### config.mk
export PLATFORM = sky130hd
export DESIGN_NAME = srx_sync_receiver
export DESIGN_NICKNAME = d
export VERILOG_FILES = /design/src/rtl/srx_pkg.sv /design/src/rtl/srx_edge_sync.sv /design/src/rtl/srx_shifter.sv /design/src/rtl/srx_flags.sv /design/src/rtl/srx_sync_receiver.sv
export SDC_FILE = /design/constraint.sdc
export NUM_CORES = 1
export LEC_CHECK = 0
export ABC_AREA = 1
export BUFFER_PORTS_ARGS = -buffer_cell sky130_fd_sc_hd__buf_2
export CAP_MARGIN = 20
export CORE_UTILIZATION = 50
export DETAILED_ROUTE_END_ITERATION = 8
export GPL_ROUTABILITY_DRIVEN = 1
export GPL_TIMING_DRIVEN = 0
export PLACE_DENSITY = 0.75
export SLEW_MARGIN = 20
export SYNTH_ARGS = -nofsm -noshare
export SYNTH_HDL_FRONTEND = slang
export SYNTH_SLANG_ARGS = --single-unit
### constraint.sdc
create_clock -name clk -period 1.7 [get_ports clk]
set_input_delay 0 -clock clk [delete_from_list [all_inputs] [get_ports clk]]
set_output_delay 0 -clock clk [all_outputs]
set_load 0.02 [all_outputs]
### src/rtl/srx_pkg.sv
package srx_pkg;
   localparam int unsigned SRX_MIN_SYNC = 2;

   typedef enum logic [1:0] {
      FR_NONE     = 2'd0,
      FR_LOAD     = 2'd1,
      FR_OVERRUN  = 2'd2
   } srx_event_e;
endpackage

### src/rtl/srx_edge_sync.sv
module srx_edge_sync #(
   parameter int unsigned STAGES = 2
) (
   input  logic clk,
   input  logic rst_n,
   input  logic ser_clk,
   input  logic ser_data,
   output logic clk_rise,
   output logic data_s
);
   logic [STAGES-1:0] clk_pipe;
   logic [STAGES-1:0] dat_pipe;
   logic              clk_last;

   genvar g;
   generate
      for (g = 0; g < STAGES; g++) begin : g_stage
         if (g == 0) begin : g_first
            always_ff @(posedge clk) begin
               if (!rst_n) begin
                  clk_pipe[g] <= 1'b0;
                  dat_pipe[g] <= 1'b0;
               end else begin
                  clk_pipe[g] <= ser_clk;
                  dat_pipe[g] <= ser_data;
               end
            end
         end else begin : g_next
            always_ff @(posedge clk) begin
               if (!rst_n) begin
                  clk_pipe[g] <= 1'b0;
                  dat_pipe[g] <= 1'b0;
               end else begin
                  clk_pipe[g] <= clk_pipe[g-1];
                  dat_pipe[g] <= dat_pipe[g-1];
               end
            end
         end
      end
   endgenerate

   always_ff @(posedge clk) begin
      if (!rst_n) clk_last <= 1'b0;
      else        clk_last <= clk_pipe[STAGES-1];
   end

   assign clk_rise = clk_pipe[STAGES-1] & ~clk_last;
   assign data_s   = dat_pipe[STAGES-1];
endmodule

### src/rtl/srx_shifter.sv
module srx_shifter #(
   parameter int unsigned DATA_W = 8
) (
   input  logic              clk,
   input  logic              rst_n,
   input  logic              run,
   input  logic              shift,
   input  logic              bit_in,
   output logic [DATA_W-1:0] word_next,
   output logic              done
);
   localparam int unsigned CNT_W = $clog2(DATA_W);
   localparam int unsigned LAST  = DATA_W - 1;

   logic [DATA_W-1:0] shreg;
   logic [CNT_W-1:0]  cnt;

   assign word_next = {bit_in, shreg[DATA_W-1:1]};
   assign done      = run & shift & (cnt == CNT_W'(LAST));

   always_ff @(posedge clk) begin
      if (!rst_n || !run) begin
         shreg <= '0;
         cnt   <= '0;
      end else if (shift) begin
         shreg <= word_next;
         cnt   <= done ? '0 : cnt + 1'b1;
      end
   end
endmodule

### src/rtl/srx_flags.sv
module srx_flags
   import srx_pkg::*;
#(
   parameter int unsigned DATA_W = 8
) (
   input  logic              clk,
   input  logic              rst_n,
   input  logic              done,
   input  logic [DATA_W-1:0] word_in,
   input  logic              full_clr,
   input  logic              err_clr,
   output logic [DATA_W-1:0] word_q,
   output logic              full_q,
   output logic              ovr_q
);
   srx_event_e ev;

   always_comb begin
      ev = FR_NONE;
      if (done) ev = (full_q && !full_clr) ? FR_OVERRUN : FR_LOAD;
   end

   always_ff @(posedge clk) begin
      if (!rst_n) begin
         word_q <= '0;
         full_q <= 1'b0;
         ovr_q  <= 1'b0;
      end else begin
         if (ev == FR_LOAD) begin
            word_q <= word_in;
            full_q <= 1'b1;
         end else if (full_clr) begin
            full_q <= 1'b0;
         end
         if (ev == FR_OVERRUN) ovr_q <= 1'b1;
         else if (err_clr)     ovr_q <= 1'b0;
      end
   end
endmodule

### src/rtl/srx_sync_receiver.sv
module srx_sync_receiver
   import srx_pkg::*;
#(
   parameter int unsigned DATA_W      = 8,
   parameter int unsigned SYNC_STAGES = 2
) (
   input  logic              clk,
   input  logic              rst_n,
   input  logic              rx_en,
   input  logic              ser_clk,
   input  logic              ser_data,
   input  logic              irq_en,
   input  logic              full_clr,
   input  logic              err_clr,
   output logic [DATA_W-1:0] rx_word,
   output logic              rx_full,
   output logic              rx_ovr,
   output logic              irq_rx,
   output logic              irq_err
);
   generate
      if (DATA_W < 2) begin : g_bad_width
         $error("srx_sync_receiver: DATA_W must be at least 2");
      end
      if (SYNC_STAGES < SRX_MIN_SYNC) begin : g_bad_sync
         $error("srx_sync_receiver: SYNC_STAGES below minimum");
      end
   endgenerate

   logic              sclk_rise;
   logic              sdata;
   logic              run;
   logic              frame_done;
   logic [DATA_W-1:0] frame_word;

   assign run = rx_en & ~rx_ovr;

   srx_edge_sync #(.STAGES(SYNC_STAGES)) u_sync (
      .clk      (clk),
      .rst_n    (rst_n),
      .ser_clk  (ser_clk),
      .ser_data (ser_data),
      .clk_rise (sclk_rise),
      .data_s   (sdata)
   );

   srx_shifter #(.DATA_W(DATA_W)) u_shift (
      .clk       (clk),
      .rst_n     (rst_n),
      .run       (run),
      .shift     (sclk_rise),
      .bit_in    (sdata),
      .word_next (frame_word),
      .done      (frame_done)
   );

   srx_flags #(.DATA_W(DATA_W)) u_flags (
      .clk      (clk),
      .rst_n    (rst_n),
      .done     (frame_done),
      .word_in  (frame_word),
      .full_clr (full_clr),
      .err_clr  (err_clr),
      .word_q   (rx_word),
      .full_q   (rx_full),
      .ovr_q    (rx_ovr)
   );

   assign irq_rx  = rx_full & irq_en;
   assign irq_err = rx_ovr & irq_en;
endmodule

==> flow_summary_export.csv, run 1 <==
group,metric,value,unit
power_and_ir_drop,powerDensity,741,mW/mm^2
route,wirelength,1740,um
setup_path,required,1.96,ns
setup_path,timing.critical_path.mode_cell,"ha_1",
placed_design,place_inst,172,
logic_synthesis,synthesis.nets,136,
power_and_ir_drop,clock_power_share,0.284,
die,ioPinCount,20,
setup_path,cp_max_fo,10,
finish,diodes,0,
setup_path,worst_path_dominant_cell_family,"flip-flops",
global_routing,met1_usage,0.210,
setup_path,path_cells,"ha_1, ha_1, nand3_4, nor2_8, buf_8, nand2_2, a21oi_2",
timing,rsz0062_at_grt,"false",
clock_tree,worst_skew_pair.late_latency,0.31,ns
timing,slew_headroom,0.855,
placed_design,dp_hpwl,1260,um
clock_tree,clock_sinks,25,
die,die_area,0.00225,sq mm
global_routing,grt_pass1_wl,2570,um
setup_path,max_stage_delay,0.38,ns
logic_synthesis,ys_warn_count,0,
timing,fin_crit,1.34,ns
finish,final_common_cell,"dfxtp_1",
timing,setup_viol_count_final,0,
timing,final_max_slew_viol_count,0,
finish,fillers,184,
global_routing,globalRouteTotalUtil,0.163,
power_and_ir_drop,switching_power,0.205,mW
logic_synthesis,synth_area_per_cell,8.18,sq um
logic_synthesis,syn-cell-area,0.00103,sq mm
route,wl_per_cell,9.61,um
logic_synthesis,ys_seq_area_frac,0.485,
finish,final_cell_mix,"25 x dfxtp_1, 22 x inv_1, 21 x buf_2",
logic_synthesis,ys_seq_elements,25,
route,ant_nets,0,
die,num_rows,16,
timing,fin_tns_setup,0,ns
global_routing,grt_pass1_vias,631,
timing,skew,0.00572,ns
setup_path,worstSetupPathType,"reg2reg",
finish,area_growth_syn_to_layout,19.9,%
global_routing,antenna_found_initial,0,
finish,num-nets-final,165,
route,detail_route.first_pass.iterations,4,
power_and_ir_drop,p_int,0.712,mW
clock_tree,clockRootBuffer,"clkbuf_4",
clock_tree,clkSlewWorstSetupHoldPaths,0.12,ns
power_and_ir_drop,p_leak,0.622,nW
global_routing,grt.overflow.total,0,
die,die_y,47.4,um
min_path,min_path_type,"in2reg",
route,avgViaCountPerCell,4.58,
setup_path,worstSetupEndpointType,"flop",
setup_path,worstPathBufferInverterCount,1,
timing,fin_crit_sh,0.786,
route,first_iter_violations,13,
power_and_ir_drop,swShare,0.223,
power_and_ir_drop,vdd_drop_max,0.480,mV
logic_synthesis,netlist-cell-type-count,21,
finish,finalNonFillerCells,181,
clock_tree,cts_buffers,3,
die,initial_core_util,0.531,
global_routing,grt_max_degree,14,
finish,drive_above_1_share,0.227,
clock_tree,cts_setup_buffers,0,
placed_design,place.gp.congestion,0.718,
timing,worst_slew_pin_slew,0.218,ns
clock_tree,tritoncts,"built",
global_routing,grt.met2_usage,0.274,
clock_tree,clockBufferDepth,2,
flow_run,cap_violations,0,
setup_path,arrival,1.59,ns
route,drc_errors,0,
run_status,status,"finished clean",
setup_path,ff2ff_setup_slack,0.36,ns
timing,hold_violations,0,
die,die_x,47.4,um
logic_synthesis,netlist_instances,126,
timing,timing.fmax,748,MHz
die,coreArea,0.00194,sq mm
global_routing,use_met3,0.0226,
setup_path,startpoint_type,"flop",
power_and_ir_drop,p_seq_frac,0.654,
clock_tree,h-tree-depth,1,
global_routing,grt.busiest_layer,"met2",
route,vias,829,
setup_path,critPathSlowestCell,"dfxtp_1",
placed_design,io_buffers,19,
power_and_ir_drop,combPwrFrac,0.062,
## worst register-to-register path, delay by kind of cell (launching register included)
kind	cells	cell delay, ns
flops	1	0.38
fa+ha+maj	2	0.33
simple gates	3	0.31
buf+inv	1	0.15
compound gates	1	0.11
## Yosys cell counts
cell	instances	share of area
a211oi_1	7	0.051
a21oi_1	11	0.053
a21oi_2	1	0.0085
buf_2	2	0.0097
buf_6	1	0.011
buf_8	1	0.015
dfxtp_1	25	0.49
ha_1	2	0.024
inv_1	22	0.080
inv_2	1	0.0036
nand2_1	20	0.073
nand2_2	1	0.0061
nand2_4	1	0.011
nand3_1	8	0.039
nand3_2	1	0.0097
nand3_4	1	0.017
nor2_1	17	0.062
nor2_4	1	0.011
nor2_8	1	0.019
o21ai_0	1	0.0048
or2_2	1	0.0061
## timing repair
item | in CTS | in global routing
endpoints found under the hold margin | 7 | 0
gates resized for setup | 0 | 0
hold buffers | 5 | 0
## per-layer routing
layer  vias to the layer above  share of wire
met5                         -              0
met4                         0          0.013
met3                         4          0.028
met2                        17           0.48
met1                       358           0.48
li1                        450              -
## worst paths after layout
| check | endpoint | cells after the start | from |
|---|---|---|---|
| max | u_flags.ovr_q | 7 | u_shift.cnt[0] |
| min | u_shift.cnt[2] | 3 | rx_en |
| max reg2reg | u_flags.ovr_q | 7 | u_shift.cnt[0] |
| min reg2reg | u_sync.data_s | 2 | u_sync.dat_pipe[0] |
## flip-flops by register name, summed over array words and instances (netlist names)
signal,count
u_sync.clk_last,1
u_flags.word_q,8
u_shift.cnt,3
u_sync.data_s,1
u_flags.full_q,1
u_sync.clk_pipe,2
u_flags.ovr_q,1
u_sync.dat_pipe,1
u_shift.shreg,7
## through the flow
step	utilization	area (sq um)	hold slack [ns]	total power, mW	setup WS (ns)
after floorplan	-	1030	0.0976	0.642	0.454
after global placement	0.597	1160	0.180	0.659	0.405
after detailed placement	0.597	1160	0.191	0.660	0.364
after CTS	0.637	1240	0.0723	0.922	0.349
after global routing	0.637	1240	0.0892	0.958	0.221
final	0.637	1240	0.0792	0.916	0.363
## power by group through the flow
stage / Clock (mW) / Combinational (mW) / Sequential, mW
2_1_floorplan: 0 / 0.0307 / 0.611
3_3_place_gp: 0 / 0.0469 / 0.612
3_5_place_dp: 0 / 0.0481 / 0.612
4_1_cts: 0.266 / 0.0569 / 0.599
5_1_grt: 0.294 / 0.0637 / 0.601
6_report: 0.260 / 0.0571 / 0.599
## area by class of cell
type | instances | area, sq um | area share
plain buffers | 4 | 36.3 | 0.0294
clock buffers | 4 | 26.3 | 0.0213
inverters | 23 | 86.3 | 0.0698
multi-input cells | 74 | 408 | 0.330
flip-flops and latches | 25 | 500 | 0.405
well taps | 27 | 33.8 | 0.0273
repair buffers | 24 | 145 | 0.117
## logic make-up after synthesis
family,share of synthesized area
adders and majority gates,0.0243
AOI/OAI and AO/OA,0.118
and+or+nand+nor,0.254
DFF,0.485
buffers and inverters,0.119
(Power assumes the default switching activity.)
==> run 2: changes to the inputs <==
ABC_AREA = 0   (was 1)
PLACE_DENSITY = 0.76   (was 0.75)
clock period = 1.3 ns   (was 1.7 ns; I/O delays follow)
==> flow_summary_export.csv, run 2 <==
group,metric,value,unit
run_status,status,"finished clean",
timing,fin_crit_sh,0.969,
clock_tree,worst_skew_pair.late_latency,0.32,ns
logic_synthesis,synth-async-reset-ratio,0,
logic_synthesis,netlist-cell-type-count,20,
route,vias,778,
clock_tree,tritoncts,"built",
route,first_iter_violations,12,
logic_synthesis,synth_common_cells,"34 x nand2_1, 25 x dfxtp_1, 10 x a21oi_1, 9 x mux2i_1, 7 x and2_1",
clock_tree,cts_buffers,3,
route,wl_met2,852,um
logic_synthesis,post-synth-top-count-cell,"nand2_1",
clock_tree,clockRootBuffer,"clkbuf_4",
die,die_x,46.0,um
die,die_y,46.0,um
finish,largest_register,"u_flags.word_q",
timing,worst_slew_pin_slew,0.435,ns
route,ant_nets,0,
finish,final_cell_mix,"34 x nand2_1, 23 x dfxtp_1, 20 x buf_2",
timing,fin_crit,1.26,ns
finish,final_common_cell,"nand2_1",
setup_path,worstSetupEndpointType,"flop",
setup_path,worstSetupPathType,"reg2reg",
die,coreArea,0.00176,sq mm
finish,multi_input_area,455,sq um
global_routing,grt.overflow.total,0,
finish,area_growth_syn_to_layout,26.3,%
route,detail_route.first_pass.iterations,4,
timing,final_max_slew_viol_count,0,
logic_synthesis,synth_edf_count,0,
logic_synthesis,synth_area_per_cell,9.29,sq um
min_path,min_path_type,"in2reg",
setup_path,timing.critical_path.mode_cell,"ha_4",
route,wl_per_cell,11.2,um
global_routing,globalRouteTotalUtil,0.193,
global_routing,grt_pass1_wl,2890,um
timing,slew_headroom,0.710,
logic_synthesis,synthFlopType,"dfxtp_1",
finish,reg_top3,"u_flags.word_q (8), u_shift.shreg (7), u_shift.cnt (3)",
die,ioPinCount,20,
route,wirelength,1780,um
die,die_area,0.00211,sq mm
clock_tree,clockBufferDepth,2,
logic_synthesis,ys_warn_count,0,
setup_path,max_stage_delay,0.37,ns
logic_synthesis,synthTopCellsByArea,"dfxtp_1 52%, nand2_1 13%, mux2i_1 9.3%",
logic_synthesis,synthesis.nets,114,
power_and_ir_drop,powerDensity,976,mW/mm^2
route,drc_errors,0,
clock_tree,clock_sinks,25,
setup_path,worstPathBufferInverterCount,1,
finish,num-nets-final,145,
timing,postLayoutSetupSlackWorst,0.0404,ns
setup_path,ff2ff_setup_slack,0.04,ns
global_routing,grt_max_degree,14,
timing,setup_viol_count_final,0,
logic_synthesis,netlist_instances,104,
min_path,hold_depth,4,
power_and_ir_drop,vdd_drop_max,0.673,mV
global_routing,antenna_found_initial,0,
setup_path,critPathSlowestCell,"dfxtp_2",
logic_synthesis,ys_seq_area_frac,0.518,
clock_tree,h-tree-depth,1,
setup_path,arrival,1.51,ns
setup_path,worst_path_dominant_cell_family,"flip-flops",
timing,skew,0.00314,ns
logic_synthesis,yosysTopAreaCellShare,0.518,
route,maxUsedRoutingLayer,"met4",
timing,timing.fmax,794,MHz
finish,layout.area.seq,503,sq um
placed_design,place.gp.congestion,0.722,
flow_run,cap_violations,0,
placed_design,dp_hpwl,1160,um
global_routing,grt_pass1_vias,733,
finish,largest_reg_flops,8,
logic_synthesis,ys_seq_elements,25,
timing,rsz0062_at_grt,"false",
power_and_ir_drop,p_leak,0.473,nW
route,wl_met1,808,um
placed_design,place_ws,-0.0473,ns
finish,fillers,153,
setup_path,startpoint_type,"flop",
die,initial_core_util,0.548,
logic_synthesis,syn-cell-area,966,sq um
finish,drive_above_1_share,0.269,
route,wl_met3,69,um
clock_tree,clkSlewWorstSetupHoldPaths,0.13,ns
setup_path,required,1.55,ns
die,num_rows,15,
power_and_ir_drop,power.total,1.19,mW
setup_path,rr_worst_depth,5,
logic_synthesis,yosysTopAreaCell,"dfxtp_1",
placed_design,io_buffers,19,
setup_path,cp_max_fo,8,
setup_path,critical_path_depth,5,
route,avgViaCountPerCell,4.89,
setup_path,path_cells,"ha_4, ha_4, and4_4, buf_12, mux2i_2",
finish,diodes,0,
timing,hold_violations,0,
[run 2: area by class of cell]
| class | instances | share of cell area |
|---|---|---|
| Sequential cell | 25 | 0.412 |
| Multi-Input combinational cell | 73 | 0.373 |
| Timing Repair Buffer | 26 | 0.131 |
| Buffer | 5 | 0.0328 |
| Tap cell | 25 | 0.0256 |
| Clock buffer | 4 | 0.0215 |
| Inverter | 1 | 0.00308 |
[run 2: worst paths after layout]
path                 startpoint                end
min reg2reg  u_sync.dat_pipe[0]      u_sync.data_s
min                       rx_en     u_flags.full_q
max              u_shift.cnt[0]  u_flags.word_q[6]
max reg2reg      u_shift.cnt[0]  u_flags.word_q[6]
[run 2: kinds of logic after synthesis]
logic type | count (synthesis) | share of synthesized area
AND/OR/NAND/NOR | 51 | 0.263
multiplexers | 9 | 0.0933
flip-flops | 25 | 0.518
buffers and inverters | 6 | 0.0401
AO/OA/AOI/OAI | 11 | 0.0596
adder cells (fa/ha/maj) | 2 | 0.0259
[run 2: metal layers]
layer / global-route usage / vias to the layer above
met3: 0.0278 / 5
met5: 0 / -
met4: 0.129 / 0
li1: - / 401
met1: 0.216 / 354
met2: 0.335 / 18
[run 2: through the flow]
stage	area (sq um)	TNS, ns	utilization	std cells	hold WS [ns]
4_1_cts	1190	0	0.674	159	0.108
2_1_floorplan	966	0	-	104	0.127
6_report	1220	0	0.691	159	0.114
5_1_grt	1220	0	0.691	159	0.144
3_5_place_dp	1090	-0.0914	0.619	148	0.210
3_3_place_gp	1090	-0.00185	0.619	148	0.205
[run 2: where the power goes]
| part | internal [mW] | switching [mW] |
|---|---|---|
| combinational | 0.0328 | 0.0326 |
| sequential | 0.774 | 0.00359 |
| clock | 0.120 | 0.227 |
[run 2: repair_timing]
action                                  in CTS  in global routing
endpoints found under the setup margin       8                  8
hold buffers                                 5                  0
endpoints found under the hold margin        6                  0
buffers inserted                             2                  0
gates resized for setup                      3                  5
[run 2: worst register-to-register path: cells and delay by family (launching register included)]
family	cells	cell delay, ns
buffers and inverters	1	0.14
AND/OR/NAND/NOR	1	0.21
flip-flops	1	0.37
adder cells (fa/ha/maj)	2	0.26
multiplexers	1	0.21
==> run 3: changes to the inputs <==
CAP_MARGIN = unset   (was 20)
SYNTH_HIERARCHICAL = 1   (was unset)
==> flow_summary_export.csv, run 3 <==
group,metric,value,unit
setup_path,rr_worst_depth,6,
finish,drive_above_1_share,0.339,
setup_path,max_stage_delay,0.39,ns
timing,final_max_slew_viol_count,0,
timing,rsz0062_at_grt,"true",
power_and_ir_drop,clock_power_share,0.286,
clock_tree,tritoncts,"built",
die,die_area,0.00213,sq mm
power_and_ir_drop,p_leak,0.499,nW
min_path,min_path_type,"in2reg",
route,avgViaCountPerCell,4.75,
power_and_ir_drop,power.total,1.19,mW
logic_synthesis,synth-async-reset-ratio,0,
logic_synthesis,synth-adder-area-share,0.0256,
placed_design,place.gp.congestion,0.701,
setup_path,r2r_end,"u_flags/word_q[2]",
setup_path,cp_max_fo,8,
min_path,min_from,"full_clr",
finish,final_common_cell,"dfxtp_1",
route,wl_per_cell,10.7,um
global_routing,grt_pass1_wl,2600,um
logic_synthesis,netlist-cell-type-count,20,
logic_synthesis,synthMuxAreaShare,0.154,
clock_tree,clockBufferDepth,2,
logic_synthesis,yosys.area_share.xor_xnor,0,
logic_synthesis,netlist_instances,96,
global_routing,grt.overflow.total,0,
setup_path,worstSetupPathType,"reg2reg",
die,die_x,46.2,um
route,drc_errors,0,
finish,reg_top3,"u_flags/word_q (8), u_shift/shreg (7), u_shift/cnt (3)",
route,detail_route.first_pass.iterations,4,
clock_tree,clkSlewWorstSetupHoldPaths,0.14,ns
global_routing,globalRouteTotalUtil,0.175,
route,vias,722,
flow_run,cap_violations,0,
global_routing,antenna_found_initial,0,
setup_path,timing.critical_path.mode_cell,"ha_4",
power_and_ir_drop,swShare,0.219,
setup_path,required,1.56,ns
timing,worst_slew_pin_slew,0.338,ns
setup_path,worstSetupEndpointType,"flop",
logic_synthesis,syn-cell-area,976,sq um
run_status,status,"finished, violations left",
placed_design,io_buffers,19,
power_and_ir_drop,p_int,0.927,mW
setup_path,startpoint_type,"flop",
power_and_ir_drop,powerDensity,935,mW/mm^2
logic_synthesis,synthesis.nets,106,
power_and_ir_drop,switching_power,0.260,mW
min_path,hold_depth,3,
global_routing,grt_pass1_vias,639,
power_and_ir_drop,p_seq_frac,0.654,
clock_tree,h-tree-depth,1,
clock_tree,cts_buffers,3,
finish,finalNonFillerCells,152,
route,wirelength,1630,um
die,num_rows,15,
route,first_iter_violations,3,
setup_path,worst_path_dominant_cell_family,"flip-flops",
power_and_ir_drop,vdd_drop_max,0.714,mV
setup_path,startpoint,"u_shift/cnt[0]",
finish,num-nets-final,138,
logic_synthesis,synth_area_per_cell,10.2,sq um
setup_path,arrival,1.60,ns
placed_design,place_inst,140,
logic_synthesis,synth_common_cells,"25 x dfxtp_1, 17 x nand2_1, 15 x mux2i_1, 7 x nor2_1, 6 x and2_1",
die,initial_core_util,0.547,
clock_tree,worst_skew_pair.late_latency,0.32,ns
die,coreArea,0.00178,sq mm
setup_path,r2r_start,"u_shift/cnt[0]",
logic_synthesis,synth_edf_count,0,
logic_synthesis,yosysTopAreaCell,"dfxtp_1",
die,die_y,46.2,um
finish,largest_reg_flops,8,
timing,fin_crit,1.35,ns
global_routing,use_met3,0.0471,
placed_design,dp_hpwl,1150,um
logic_synthesis,synth_compound_area_frac,0.0282,
logic_synthesis,ys_seq_elements,25,
setup_path,ff2ff_setup_slack,-0.05,ns
timing,postLayoutSetupSlackWorst,-0.0452,ns
finish,area_growth_syn_to_layout,30.0,%
route,ant_nets,0,
global_routing,grt.busiest_layer,"met2",
timing,slew_headroom,0.774,
logic_synthesis,synthTopCellsByArea,"dfxtp_1 51%, mux2i_1 15%, nand2_1 6.5%",
setup_path,critPathSlowestCell,"dfxtp_4",
logic_synthesis,synth_top_family_by_area,"simple AND/OR/NAND/NOR gates",
logic_synthesis,yosysTopAreaCellShare,0.513,
setup_path,worstPathBufferInverterCount,1,
timing,skew,0.00994,ns
logic_synthesis,yosys.area_share.simple,0.240,
timing,setup_viol_count_final,8,
finish,largest_register,"u_flags/word_q",
clock_tree,clock_sinks,25,
finish,diodes,0,
clock_tree,clockRootBuffer,"clkbuf_4",
setup_path,path_cells,"ha_4, ha_4, and3_4, nor2b_4, buf_8, mux2i_1",
timing,hold_violations,0,
finish,fillers,139,
finish,final_cell_mix,"22 x dfxtp_1, 20 x buf_2, 17 x nand2_1",
run_status,violations,"negative setup slack",
logic_synthesis,synthFlopType,"dfxtp_1",
die,ioPinCount,20,
global_routing,met1_usage,0.207,
timing,timing.fmax,743,MHz
timing,fin_crit_sh,1.03,
global_routing,grt.met2_usage,0.296,
power_and_ir_drop,combPwrFrac,0.060,
global_routing,grt_max_degree,15,
logic_synthesis,ys_seq_area_frac,0.513,
min_path,min_to,"u_flags/full_q",
logic_synthesis,ys_warn_count,6,
logic_synthesis,post-synth-top-count-cell,"dfxtp_1",
run 3: cell count changes after synthesis, moves of 3 or more:
cell	delta
a21oi_1	-6
nand2_1	-17
nand2b_1	+3
mux2i_1	+6
nor2b_1	+3
nor2_1	+5
run 3: final cells by class:
cell class / instances / area, sq um / share of cell area
flip-flops and latches: 25 / 507 / 0.399
clock buffers: 3 / 22.5 / 0.0178
clock inverters: 1 / 5.00 / 0.00394
plain buffers: 5 / 46.3 / 0.0365
well taps: 25 / 31.3 / 0.0247
repair buffers: 27 / 170 / 0.134
multi-input cells: 66 / 487 / 0.384
run 3: how the worst max path moves through the flow:
stage | endpoint | slack [ns] | cells after the start
CTS | u_flags/word_q[6] | -0.08 | 6
detailed placement | u_flags/word_q[6] | -0.11 | 6
global route | u_flags/word_q[6] | -0.14 | 6
floorplan | u_flags/word_q[0] | 0.003 | 6
finish | u_flags/word_q[2] | -0.05 | 6
global placement | u_flags/word_q[7] | -0.09 | 6
run 3: per-layer routing:
layer | vias up | share of wire
li1 | 375 | -
met1 | 328 | 0.49
met2 | 17 | 0.48
met3 | 2 | 0.031
met4 | 0 | 0.0037
met5 | - | 0
run 3: cell families (layout without fill, tap and decap cells):
kind of cell | Yosys count | count (layout)
adder cells (fa/ha/maj) | 2 | 2
buffers and inverters | 5 | 36
flip-flops | 25 | 25
multiplexers | 15 | 15
AO/OA/AOI/OAI | 5 | 5
AND/OR/NAND/NOR | 44 | 44
run 3: tightest hold or removal path: stages:
cell	delay (ns)
buf_2	0.10
nor2b_4	0.05
o21a_1	0.16
run 3: timing repair:
action                                 CTS  global route
endpoints found under the hold margin    6             0
resized for setup                        2             4
hold buffers                             6             0
buffers inserted                         1             1
setup endpoints to repair                8             8
pin swaps                                0             2
run 3: per-stage QoR:
step	cell area, sq um	worst slack, ns	setup TNS, ns	utilization	hold WS (ns)
after floorplan	1010	0.00254	0	-	0.122
after global placement	1140	-0.0879	-0.638	0.640	0.204
after detailed placement	1140	-0.106	-0.750	0.640	0.210
after CTS	1250	-0.0786	-0.540	0.700	0.0271
after global routing	1270	-0.140	-1.00	0.712	0.0259
final	1270	-0.0452	-0.292	0.712	0.0327
run 3: power by group through the flow:
stage | combinational, mW | clock (mW) | sequential (mW)
floorplan | 0.0356 | 0 | 0.793
global placement | 0.0535 | 0 | 0.793
detailed placement | 0.0546 | 0 | 0.794
CTS | 0.0705 | 0.352 | 0.777
global route | 0.0768 | 0.386 | 0.777
finish | 0.0714 | 0.340 | 0.776
